==> config.mk <==
export PLATFORM = sky130hd
export DESIGN_NAME = lpm_mode_ctrl
export DESIGN_NICKNAME = d
export VERILOG_FILES = /design/src/rtl/lpm_pkg.sv /design/src/rtl/lpm_wake_filter.sv /design/src/rtl/lpm_sleep_decode.sv /design/src/rtl/lpm_subclk_div.sv /design/src/rtl/lpm_mode_ctrl.sv
export SDC_FILE = /design/constraint.sdc
export NUM_CORES = 1
export LEC_CHECK = 0
export ABC_AREA = 1
export BUFFER_PORTS_ARGS = -buffer_cell sky130_fd_sc_hd__buf_2
export CORE_MARGIN = 1.5
export CORE_UTILIZATION = 33
export DETAILED_ROUTE_END_ITERATION = 8
export PLACE_DENSITY = 0.74
export RECOVER_POWER = 50
export SLEW_MARGIN = 20
export SYNTH_ARGS = -nofsm -noshare
export SYNTH_HDL_FRONTEND = slang
export SYNTH_SLANG_ARGS = --single-unit
==> constraint.sdc <==
create_clock -name clk_i -period 1.35 [get_ports clk_i]
set_clock_uncertainty 0.2 [all_clocks]
set_input_delay 0.2025 -clock clk_i [delete_from_list [all_inputs] [get_ports clk_i]]
set_output_delay 0.2025 -clock clk_i [all_outputs]
set_load 0.02 [all_outputs]
==> src/rtl/lpm_pkg.sv <==
package lpm_pkg;
  typedef enum logic [2:0] {
    MODE_ACTIVE   = 3'd0,
    MODE_SLEEP    = 3'd1,
    MODE_STANDBY  = 3'd2,
    MODE_WATCH    = 3'd3,
    MODE_SUBSLEEP = 3'd4,
    MODE_SUBACT   = 3'd5
  } lpm_mode_e;

  function automatic logic is_low_power(lpm_mode_e m);
    return (m == MODE_SLEEP) || (m == MODE_STANDBY) ||
           (m == MODE_WATCH) || (m == MODE_SUBSLEEP);
  endfunction
endpackage

==> src/rtl/lpm_wake_filter.sv <==
module lpm_wake_filter
  import lpm_pkg::*;
#(
  parameter int unsigned N_TIMER = 3,
  parameter int unsigned N_IRQ   = 5,
  parameter int unsigned N_WKP   = 8,
  localparam int unsigned SRC_N  = N_TIMER + N_IRQ + N_WKP
) (
  input  lpm_mode_e        mode_i,
  input  logic             imask_i,
  input  logic [SRC_N-1:0] irq_i,
  input  logic [SRC_N-1:0] en_i,
  output logic             fire_o
);
  localparam int unsigned WKP_LO = N_TIMER + N_IRQ;

  logic [SRC_N-1:0] watch_ok;
  logic [SRC_N-1:0] live;

  // watch mode accepts timer A (bit 0), IRQ0 and the wake pins
  for (genvar g = 0; g < SRC_N; g++) begin : g_watch_map
    if (g == 0 || g == N_TIMER || g >= WKP_LO) begin : g_on
      assign watch_ok[g] = 1'b1;
    end else begin : g_off
      assign watch_ok[g] = 1'b0;
    end
  end

  assign live = irq_i & en_i & ~{SRC_N{imask_i}};

  always_comb begin
    unique case (mode_i)
      MODE_SLEEP, MODE_SUBSLEEP: fire_o = |live;
      MODE_WATCH:                fire_o = |(live & watch_ok);
      default:                   fire_o = 1'b0;
    endcase
  end
endmodule

==> src/rtl/lpm_sleep_decode.sv <==
module lpm_sleep_decode
  import lpm_pkg::*;
(
  input  logic      from_active_i,
  input  logic      ssby_i,
  input  logic      lson_i,
  input  logic      tw_en_i,
  output lpm_mode_e next_o,
  output logic      take_o
);
  always_comb begin
    next_o = MODE_ACTIVE;
    take_o = 1'b0;
    if (ssby_i && tw_en_i) begin
      next_o = MODE_WATCH;
      take_o = 1'b1;
    end else if (!ssby_i && lson_i && tw_en_i) begin
      next_o = MODE_SUBSLEEP;
      take_o = 1'b1;
    end else if (from_active_i) begin
      next_o = ssby_i ? MODE_STANDBY : MODE_SLEEP;
      take_o = 1'b1;
    end
  end
endmodule

==> src/rtl/lpm_subclk_div.sv <==
module lpm_subclk_div #(
  parameter int unsigned CNT_W = 3,
  parameter int unsigned SEL_W = 2
) (
  input  logic             clk_i,
  input  logic             rst_ni,
  input  logic             run_i,
  input  logic [SEL_W-1:0] sel_i,
  output logic             ce_o
);
  logic [CNT_W-1:0] cnt_q;
  logic [CNT_W-1:0] need;

  // select code k divides by 2^(k+1), capped at the counter span
  function automatic logic [CNT_W-1:0] low_ones(logic [SEL_W-1:0] s);
    int e;
    e = int'(s) + 1;
    if (e > int'(CNT_W)) e = int'(CNT_W);
    low_ones = '0;
    for (int i = 0; i < int'(CNT_W); i++) begin
      if (i < e) low_ones[i] = 1'b1;
    end
  endfunction

  always_ff @(posedge clk_i or negedge rst_ni) begin
    if (!rst_ni) cnt_q <= '0;
    else         cnt_q <= cnt_q + 1'b1;
  end

  assign need = low_ones(sel_i);
  assign ce_o = run_i && ((cnt_q & need) == need);

  AST_CE_GAP: assert property (@(posedge clk_i) disable iff (!rst_ni)
    ce_o |=> !ce_o);
endmodule

==> src/rtl/lpm_mode_ctrl.sv <==
module lpm_mode_ctrl
  import lpm_pkg::*;
#(
  parameter int unsigned N_TIMER   = 3,
  parameter int unsigned N_IRQ     = 5,
  parameter int unsigned N_WKP     = 8,
  parameter int unsigned DIV_CNT_W = 3,
  parameter int unsigned DIV_SEL_W = 2
) (
  input  logic                             clk_i,
  input  logic                             rst_ni,
  input  logic                             sleep_i,
  input  logic                             ssby_i,
  input  logic                             lson_i,
  input  logic                             tw_en_i,
  input  logic [DIV_SEL_W-1:0]             div_sel_i,
  input  logic                             imask_i,
  input  logic [N_TIMER+N_IRQ+N_WKP-1:0]   irq_req_i,
  input  logic [N_TIMER+N_IRQ+N_WKP-1:0]   irq_en_i,
  output logic [2:0]                       mode_o,
  output logic                             wake_o,
  output logic                             sub_ce_o
);
  lpm_mode_e mode_q, mode_d;
  logic      wake_q, wake_d;
  logic      fire;
  lpm_mode_e slp_next;
  logic      slp_take;

  lpm_wake_filter #(
    .N_TIMER(N_TIMER), .N_IRQ(N_IRQ), .N_WKP(N_WKP)
  ) u_filter (
    .mode_i (mode_q),
    .imask_i(imask_i),
    .irq_i  (irq_req_i),
    .en_i   (irq_en_i),
    .fire_o (fire)
  );

  lpm_sleep_decode u_sdec (
    .from_active_i(mode_q == MODE_ACTIVE),
    .ssby_i       (ssby_i),
    .lson_i       (lson_i),
    .tw_en_i      (tw_en_i),
    .next_o       (slp_next),
    .take_o       (slp_take)
  );

  always_comb begin
    mode_d = mode_q;
    wake_d = 1'b0;
    unique case (mode_q)
      MODE_ACTIVE, MODE_SUBACT: begin
        if (sleep_i && slp_take) mode_d = slp_next;
      end
      MODE_SLEEP: begin
        if (fire) begin
          mode_d = MODE_ACTIVE;
          wake_d = 1'b1;
        end
      end
      MODE_WATCH: begin
        if (fire) begin
          mode_d = lson_i ? MODE_SUBACT : MODE_ACTIVE;
          wake_d = 1'b1;
        end
      end
      MODE_SUBSLEEP: begin
        if (fire) begin
          mode_d = MODE_SUBACT;
          wake_d = 1'b1;
        end
      end
      MODE_STANDBY: mode_d = MODE_STANDBY;
      default:      mode_d = MODE_ACTIVE;
    endcase
  end

  always_ff @(posedge clk_i or negedge rst_ni) begin
    if (!rst_ni) begin
      mode_q <= MODE_ACTIVE;
      wake_q <= 1'b0;
    end else begin
      mode_q <= mode_d;
      wake_q <= wake_d;
    end
  end

  lpm_subclk_div #(
    .CNT_W(DIV_CNT_W), .SEL_W(DIV_SEL_W)
  ) u_div (
    .clk_i (clk_i),
    .rst_ni(rst_ni),
    .run_i (mode_q == MODE_SUBACT),
    .sel_i (div_sel_i),
    .ce_o  (sub_ce_o)
  );

  assign mode_o = mode_q;
  assign wake_o = wake_q;

  AST_WAKE_PULSE: assert property (@(posedge clk_i) disable iff (!rst_ni)
    wake_o |=> !wake_o);
  AST_WAKE_LANDS: assert property (@(posedge clk_i) disable iff (!rst_ni)
    wake_o |-> (mode_o == MODE_ACTIVE || mode_o == MODE_SUBACT));
  AST_MASK_HOLDS: assert property (@(posedge clk_i) disable iff (!rst_ni)
    (is_low_power(mode_q) && imask_i) |=> $stable(mode_q));
  AST_STANDBY_STICKS: assert property (@(posedge clk_i) disable iff (!rst_ni)
    (mode_q == MODE_STANDBY) |=> (mode_q == MODE_STANDBY));
  AST_WATCH_LSON: assert property (@(posedge clk_i) disable iff (!rst_ni)
    (mode_q == MODE_WATCH && lson_i) |=> (mode_q == MODE_WATCH || mode_q == MODE_SUBACT));
  AST_SUBSLEEP_EXIT: assert property (@(posedge clk_i) disable iff (!rst_ni)
    (mode_q == MODE_SUBSLEEP) |=> (mode_q == MODE_SUBSLEEP || mode_q == MODE_SUBACT));
  AST_SUBACT_EXIT: assert property (@(posedge clk_i) disable iff (!rst_ni)
    (mode_q == MODE_SUBACT) |=> (mode_q == MODE_SUBACT || mode_q == MODE_WATCH ||
                                 mode_q == MODE_SUBSLEEP));
  AST_CE_SUBACT_ONLY: assert property (@(posedge clk_i) disable iff (!rst_ni)
    sub_ce_o |-> (mode_o == MODE_SUBACT));
endmodule

# After elaboration in Yosys (flattened, before gate mapping)
# Cells that the tools add are included.
dict set report totals {
  reg_bits 7
  word_cells 56
}
dict set report op_classes {
  add_sub_neg 2
  magnitude_cmp 4
  eq_ne 10
  muxes 20
  bitwise 4
  reduce_logical 13
}
# op count
set op_table {}
lappend op_table {{$and A16 B16 Y16} 2}
lappend op_table {{$gt A32 B3 Y1 const B} 1}
lappend op_table {{$lt A1 B32 Y1 const A} 1}
lappend op_table {{$lt A2 B32 Y1 const A} 1}
lappend op_table {{$lt A3 B32 Y1 const A} 1}
lappend op_table {{$mux W3} 9}
lappend op_table {{$not A16 Y16} 1}
lappend op_table {{$reduce_or A16 Y1} 1}
lappend op_table {{$pmux W3 S5} 1}
lappend op_table {{$reduce_or A10 Y1} 1}
lappend op_table {{$mux W1} 8}
lappend op_table {{$ne A2 B2 Y1 const B} 4}
lappend op_table {{$eq A3 B2 Y1 const B} 2}
lappend op_table {{$eq A3 B3 Y1 const B} 2}
lappend op_table {{$logic_and A1 B1 Y1} 5}
lappend op_table {{$reduce_and A4 Y1} 1}
lappend op_table {{$reduce_or A2 Y1} 2}
lappend op_table {{$add A2 B1 Y3 const B} 1}
lappend op_table {{$add A3 B1 Y3 const B} 1}
lappend op_table {{$and A3 B3 Y3} 1}
lappend op_table {{$eq A3 B1 Y1 const B} 1}
lappend op_table {{$eq A3 B3 Y1} 1}
lappend op_table {{$logic_not A3 Y1} 1}
lappend op_table {{$reduce_or A3 Y1} 1}
lappend op_table {{other kinds (3)} 3}

# Logic depth before layout (Yosys ltp)
# Gate-level depths: netlist (run 1).
dict set report depth {
  ltp_word 8
  depth_mapped 11
  mapped_depth_nobuf 11
}

# Modules after synthesis
# A second synthesis (run 1) with hierarchy kept.
dict set report hier_totals {
  hier_cells 106
  hier_area_um2 640.6
}
# mod n_inst cells_per_inst area_per_inst_um2 seq_area_each_um2
set by_module_without_submodules {}
lappend by_module_without_submodules {lpm_mode_ctrl 1 44 309.0 100.1}
lappend by_module_without_submodules {lpm_wake_filter 1 39 160.2 0.0}
lappend by_module_without_submodules {lpm_subclk_div 1 14 130.1 75.1}
lappend by_module_without_submodules {lpm_sleep_decode 1 9 41.3 0.0}

# Worst setup path after synthesis (run 1)
# OpenSTA, ideal clock, no wires.
dict set report synth_timing {
  path_type {flip-flop to output port}
  startpoint {register mode_q[1] (netlist: mode_o[1])}
  endpoint {output sub_ce_o}
  t_arrival_ps 1186
  required_ps 947
  setup_slack_ps -239
  stages_incl_launch_ff 4
  n_path_buf 0
  path_cell_list {dfrtp_1 > inv_1 > nand3_1 > nor3_1}
}
dict set report synth_between {
  elab_chain_len 2
}
# item line
set synth_lines {}
lappend synth_lines {{start, declared} lpm_mode_ctrl.sv:24} ;# lpm_mode_e mode_q, mode_d;
lappend synth_lines {{start signal, assigned} lpm_mode_ctrl.sv:84} ;# mode_q <= mode_d;
lappend synth_lines {{$eq A3 B3 Y1} lpm_mode_ctrl.sv:94} ;# .run_i (mode_q == MODE_SUBACT),
lappend synth_lines {{$logic_and A1 B1 Y1} lpm_subclk_div.sv:31} ;# assign ce_o = run_i && ((cnt_q & need) == need);
lappend synth_lines {{end, declared} lpm_mode_ctrl.sv:22} ;# output logic sub_ce_o
# No other way between the ends.

# Worst setup path after layout (run 1)
dict set report layout_timing {
  startpoint {register mode_q[1] (netlist: mode_o[1])}
  endpoint {register mode_q[0] (netlist: mode_o[0])}
}
dict set report layout_between {
  elab_chain_len 7
  elab_cells_between_ends 23
  cone_classes {eq/ne: 9; mux: 9; reduce/logical: 5}
}
# item line
set layout_lines {}
lappend layout_lines {{$logic_not A3 Y1} {lpm_mode_ctrl.sv:41, lpm_mode_ctrl.sv:52}}
lappend layout_lines {{$mux W1} lpm_sleep_decode.sv:20} ;# end else if (from_active_i) begin
lappend layout_lines {{$mux W1} lpm_sleep_decode.sv:17} ;# end else if (!ssby_i && lson_i && tw_en_i) begin
lappend layout_lines {{$mux W1} lpm_sleep_decode.sv:14} ;# if (ssby_i && tw_en_i) begin
lappend layout_lines {{$logic_and A1 B1 Y1} lpm_mode_ctrl.sv:54} ;# if (sleep_i && slp_take) mode_d = slp_next;
lappend layout_lines {{$ne A2 B2 Y1 (no line)} -}
lappend layout_lines {{$reduce_and A4 Y1 (no line)} -}
# Several ways; a longest one is shown, not always the timed one. The select of a mux whose other input is x is not followed.
# A chain may end at the register's enable or synchronous reset.

==> key figures, run 1 <==
Status
  • Status: finished with violations
  • Failing checks: negative setup slack

Setup path
  • Critical path arrival: 1.49 ns
  • Most frequent CP cell: nand2_1
  • CP Launch Type: register
  • Cells along the critical path: buf_6, nor2_4, nand2_1, inv_2, nor2_4, nor2_2, nand2_2, nand2_4, nand2_2, nand2_1, nand2_1
  • Setup crit end kind: register
  • Slowest cell on the critical path: dfrtp_2
  • Critical Path Fanout Max: 4
  • Buffer and inverter count on the worst path: 2
  • CP Class: register to register
  • R2r setup slk: -0.20 ns
  • Crit path max-delay family: simple AND/OR/NAND/NOR gates
  • Crit-path max cell delay: roughly 0.42 ns
  • R2R depth: 11
  • Reg-to-Reg End: mode_o[0]
  • Critical R2R Launch: mode_o[1]
  • CP required: around 1.3 ns

Final layout
  • Filler cells: 148
  • Fin util: between 60% and 70%
  • Area growth syn-to-layout: 75.23%
  • Finished Layout Cells: about 160
  • Layout cell share with drive strength beyond 1: around 48%
  • Final Instance Area: around 940 um^2
  • Inserted Diodes: 0
  • Final net count: 190

Place
  • GPL Wtd Cong: 0.8811
  • Final HPWL DP: 1286 um
  • Dpl ws: -0.09475 ns
  • Port Buf Inserts: 45
  • DP Area: 822.0 um^2
  • Dpl cells: ~150

Synthesis
  • Largest area contributor in the netlist: dfrtp_1
  • Yosys top cell area share: about 33%
  • Count of warnings emitted by yosys: 0
  • Most common cell in the synthesized netlist: nand2_1
  • Syn avg cell area: about 6.2 um^2
  • Sequential area share after synthesis: between 30% and 40%
  • Post-synth ARST share: 100.0%
  • Synth top cells by count: 42 x nand2_1, 9 x inv_1, 7 x dfrtp_1, 7 x nor2_1, 6 x nand3_1
  • Syn nets: approximately 130
  • Post-synth EDFFs: 0
  • Synth area leaders: dfrtp_1 33%, nand2_1 29%, inv_1 6.3%
  • Leading register cell type out of synthesis: dfrtp_1
  • Gate Count Post-Synth: slightly below 90
  • Synth Register Bits: 7
  • Count of cell types in the netlist: 18
  • Mapped Area: about 540 um^2

Global route
  • Vias in the first global route: a little over 700
  • All-Layer GR Usage: 18.31%
  • Initial antenna violation count: 0
  • Largest net degree at the start of global routing: 8
  • Total gr overflow: 0
  • Global-route wire length before repair: between 2000 and 3000 um

Timing
  • Final setup TNS: -1.034 ns
  • Max-slew violations: 0
  • Slew @ Worst Pin: 0.4103 ns
  • Tmin final: 1.549 ns
  • Fmax: 0.6456 GHz
  • Max-slew headroom: 72.64%
  • RSZ-0062 raised after global routing: true
  • Crit share post-route: 114.7%
  • Final setup violation count: 7
  • Final hold violation count: 0
  • Final worst slack: -0.1990 ns

Pwr
  • Switching Share: between 40% and 50%
  • Pwr per Cell Area: 1356 mW/mm^2
  • P_sw: 0.5220 mW
  • Internal Power: between 0.7 and 0.8 mW
  • Leak: between 0.5 and 0.6 nW
  • Clock power share: between 10% and 20%
  • VDD IR-drop max: around 0.00079 V
  • Flop pwr share: between 20% and 30%
  • Comb pwr share: between 60 and 70%

Hold path
  • Min-Delay Path Class: input port to register
  • Worst Hold End: mode_o[1]
  • Worst hold start: imask_i
  • Hold depth: 5

Clock network
  • Total clock buffers created by CTS: 3
  • CTS tree: done
  • Sinks on Clock Net: 7
  • Clk buf depth: 2
  • Clk slew on worst S/H paths: 0.05 ns
  • Root Buffer Master: clkbuf_4
  • Worst-skew pair later-pin latency: around 0.25 ns
  • H-tree levels: 1

Die
  • Die width: about 43 um
  • Die area: around 0.0019 mm^2
  • I/O pins: between 40 and 50
  • Initial Util: a little over a third
  • Core footprint: between 0.0015 and 0.002 mm^2
  • Die H: 43.29 um
  • Std-Cell Rows: 14

Detailed routing
  • DRT Pass-1 Iters: 4
  • DRT iter0 DRCs: 11
  • Final WL: between 1500 and 2000 um
  • Wirelength per Cell: between 9 and 10 um
  • Vias: roughly 760
  • Average vias per placed instance: 4.632
  • DRT antenna net count: 0
  • DRC viols: 0

Run
  • MaxCap Viol Count: 0
## worst register-to-register path, cell delays in order (launching register included)
cell and delay [ns]:
dfrtp_2 0.42, buf_6 0.13, nor2_4 0.07, nand2_1 0.06, inv_2 0.07, nor2_4 0.03, nor2_2 0.11, nand2_2 0.09
nand2_4 0.09, nand2_2 0.05, nand2_1 0.06, nand2_1 0.04
## cell families (layout without fill, tap and decap cells)
| group | after synthesis | after routing | synth area share, % |
|---|---|---|---|
| adders and majority gates | 1 | 1 | 2.336 |
| buffers and inverters | 11 | 71 | 7.710 |
| DFF | 7 | 7 | 32.71 |
| xor gates and xnor gates | 1 | 1 | 1.636 |
| AOI/OAI and AO/OA | 4 | 4 | 4.907 |
| and+or+nand+nor | 63 | 63 | 50.70 |
## sequential cells by signal, summed over array words and instances, names as in the netlist
name / cells
mode_o: 3
u_div.cnt_q: 3
wake_o: 1
## layout make-up
cell class / instances / area, um^2 / share of cell area [%]
sequential: 7 / 178.9 / 19.07
inverter: 11 / 41.29 / 4.400
timing repair buffer: 56 / 335.3 / 35.73
tap: 16 / 20.02 / 2.133
clock buffer: 4 / 26.28 / 2.800
multi-input combinational: 69 / 336.6 / 35.87
## stage by stage
stage / power (mW) / hold WS (ns)
floorplan: 0.7012 / -0.2931
global placement: 0.9055 / -0.1612
detailed placement: 0.9305 / -0.1548
CTS: 1.249 / 0.1068
global route: 1.394 / 0.1539
finish: 1.272 / 0.1314
## power groups by stage
stage	logic, mW	registers, mW	clock network (mW)
floorplan	0.344	0.357	0
global placement	0.606	0.300	0
detailed placement	0.626	0.305	0
CTS	0.749	0.301	0.199
global route	0.866	0.311	0.217
finish	0.774	0.308	0.190
## cells in the final DEF (no fill, tap or decap), drive strengths merged
master	instances
buf	54
o32ai	1
inv	11
nor3	2
o21ai	1
dlygate4sd3	1
dfrtp	7
clkbuf	5
xor2	1
ha	1
nand2	45
nand4	1
o22ai	1
a31oi	1
nor2	9
nand3	6
## how the worst max path moves through the flow
| stage | slack, ns | to | depth (start not counted) | start |
|---|---|---|---|---|
| finish | -0.20 | mode_o[0] | 11 | mode_o[1] |
| global route | -0.30 | mode_o[2] | 11 | mode_o[1] |
| CTS | -0.21 | sub_ce_o | 4 | mode_o[1] |
| detailed placement | -0.09 | mode_o[0] | 10 | mode_o[0] |
| global placement | -0.04 | mode_o[2] | 10 | mode_o[0] |
| floorplan | -0.08 | mode_o[0] | 10 | mode_o[0] |
## repair_timing
item                                   in CTS  in global routing
pin swaps                                   1                  4
setup endpoints to repair                   6                  7
hold buffers                                1                  0
endpoints found under the hold margin       7                  0
setup buffers                               5                  2
gates resized for setup                     9                  3
## per-layer routing
metal | wire [um] | track usage [%]
met1 | 577 | 18.85
met2 | 818 | 34.93
met3 | 122 | 5.957
met4 | 0 | 4.242
met5 | 0 | 0
Power figures use the tool's default switching activity.
==> inputs of run 2 (changes only) <==
Settings changed: SETUP_SLACK_MARGIN set to 0.15.
==> run 2 against run 1 <==
Sequential share of layout area unchanged. Fmax down 0.25%. Wire length increased by 1.4%. Largest power group unchanged. The run still ends with negative setup slack left. Critical path depth did not move. Combinational power hardly changed.
==> key figures, run 2 (same netlist as run 1, synthesis figures left out) <==
Status
  • Status: finished with violations
  • Failing checks: negative setup slack

Pwr
  • VDD IR-drop max: roughly 0.0009 V
  • Overall Power: about 1.3 mW
  • Leak: 0.5915 nW
  • Pwr per Cell Area: 1363 mW/mm^2

Global route
  • Initial antenna violation count: 0
  • All-Layer GR Usage: between 10% and 20%
  • Gr busiest metal: met2
  • Global-route wire length before repair: approximately 2600 um
  • Met3 Resource Use GR: 5.957%
  • Largest net degree at the start of global routing: 8
  • Met2 usage: a little over a third
  • Vias in the first global route: 705
  • Total gr overflow: 0
  • Met1 GRT Util: about a fifth

Clock network
  • Root Buffer Master: clkbuf_4
  • Clk slew on worst S/H paths: 0.05 ns
  • Clk buf depth: 2
  • Total clock buffers created by CTS: 3
  • Sinks on Clock Net: 7
  • CTS tree: done
  • H-tree levels: 1
  • Worst-skew pair later-pin latency: between 0.2 and 0.3 ns

Detailed routing
  • Final WL: between 1500 and 2000 um
  • DRT iter0 DRCs: 16
  • Average vias per placed instance: roughly 4.7
  • Vias: approximately 760
  • DRT Pass-1 Iters: 6
  • DRT antenna net count: 0
  • Wirelength per Cell: ~9.4 um
  • DRC viols: 0

Final layout
  • Layout cell share with drive strength beyond 1: 48.30%
  • Inserted Diodes: 0
  • Most common library cell in the layout ignoring fill and taps: nand2_1
  • Final net count: 190
  • Commonest non-fill, non-tap cells in the layout: 42 x nand2_1, 41 x buf_2, 8 x inv_1, 8 x buf_4, 6 x nor2_1
  • Fin util: between 60% and 70%
  • Area growth syn-to-layout: 75.23%
  • Filler cells: ~150

Setup path
  • Cells along the critical path: buf_6, nor2_4, nand2_1, inv_2, nor2_4, nor2_2, nand2_2, nand2_4, nand2_2, nand2_1, nand2_1
  • CP required: around 1.3 ns
  • Slowest cell on the critical path: dfrtp_2
  • Setup crit end kind: register
  • Crit-path max cell delay: about 0.42 ns
  • Most frequent CP cell: nand2_1
  • Buffer and inverter count on the worst path: 2
  • CP Launch Type: register
  • Critical Path Fanout Max: 4
  • Crit path max-delay family: simple AND/OR/NAND/NOR gates
  • CP Class: register to register
  • Critical path arrival: 1.50 ns

Timing
  • Crit share post-route: 115.0%
  • Final setup TNS: -1.037 ns
  • Final hold violation count: 0
  • Final setup violation count: 7
  • Slew @ Worst Pin: 0.3903 ns
  • Tmin final: approximately 1.6 ns
  • Final worst slack: -0.2029 ns
  • Max-slew violations: 0
  • Fmax: roughly 0.64 GHz
  • RSZ-0062 raised after global routing: true
  • Max-slew headroom: between 70% and 80%

Run
  • MaxCap Viol Count: 0

Hold path
  • Min-Delay Path Class: input port to register

Place
  • GPL Wtd Cong: 0.8811
  • Final HPWL DP: between 1000 and 1500 um
  • Port Buf Inserts: 45

Die
  • Die H: around 43 um
  • Initial Util: 35.55%
  • Std-Cell Rows: 14
  • Die area: 0.001874 mm^2
  • I/O pins: between 40 and 50
  • Core footprint: about 0.0015 mm^2
  • Die width: around 43 um
[run 2: per-layer routing]
layer	vias to the layer above	part of all wire (%)
met1	342	38
met4	0	0
met2	30	54
li1	391	-
met3	0	7.5
met5	-	0
[run 2: power by group]
part           switching [mW]  internal (mW)
Combinational           0.398          0.379
Clock                  0.0806          0.113
Sequential             0.0496          0.259
Total                   0.528          0.750
[run 2: worst register-to-register path, delay by kind of cell (launching register included)]
family | cells | cell delay [ns]
buffers and inverters | 2 | 0.20
flip-flops | 1 | 0.42
AND/OR/NAND/NOR | 9 | 0.60
[run 2: cell type report]
| type | instances | area (um^2) | area share [%] |
|---|---|---|---|
| Multi-Input combinational cell | 69 | 336.6 | 35.87 |
| Timing Repair Buffer | 56 | 335.3 | 35.73 |
| Sequential cell | 7 | 178.9 | 19.07 |
| Inverter | 11 | 41.29 | 4.400 |
| Clock buffer | 4 | 26.28 | 2.800 |
| Tap cell | 16 | 20.02 | 2.133 |
[run 2: repair_timing]
item / CTS / global route
cloned: 0 / 0
hold buffers: 1 / 0
endpoints found under the setup margin: 8 / 8
setup buffers: 5 / 1
pin swaps: 1 / 4
hold endpoints to repair: 7 / 0
gates resized for setup: 9 / 2
[run 2: path summary, 6_finish.rpt]
kind,start,endpoint,slack (ns),cells past startpoint
min in group asynchronous,rst_ni,wake_o,0.18,2
max reg2reg,mode_o[1],mode_o[0],-0.20,11
max,mode_o[1],mode_o[0],-0.20,11
min,imask_i,mode_o[1],0.12,5
max in group asynchronous,rst_ni,mode_o[2],0.47,2
min reg2reg,u_div.cnt_q[2],u_div.cnt_q[2],0.27,1
[run 2: stage by stage]
step / hold slack (ns) / cells / instance area [um^2] / setup slack (ns)
after CTS: 0.1068 / 162 / 923.4 / -0.2114
after global routing: 0.1539 / 163 / 938.4 / -0.3011
after detailed placement: -0.1548 / 152 / 822.0 / -0.09475
final: 0.1241 / 163 / 938.4 / -0.2029
after global placement: -0.1612 / 152 / 822.0 / -0.04039
after floorplan: -0.2931 / 87 / 546.8 / -0.08160
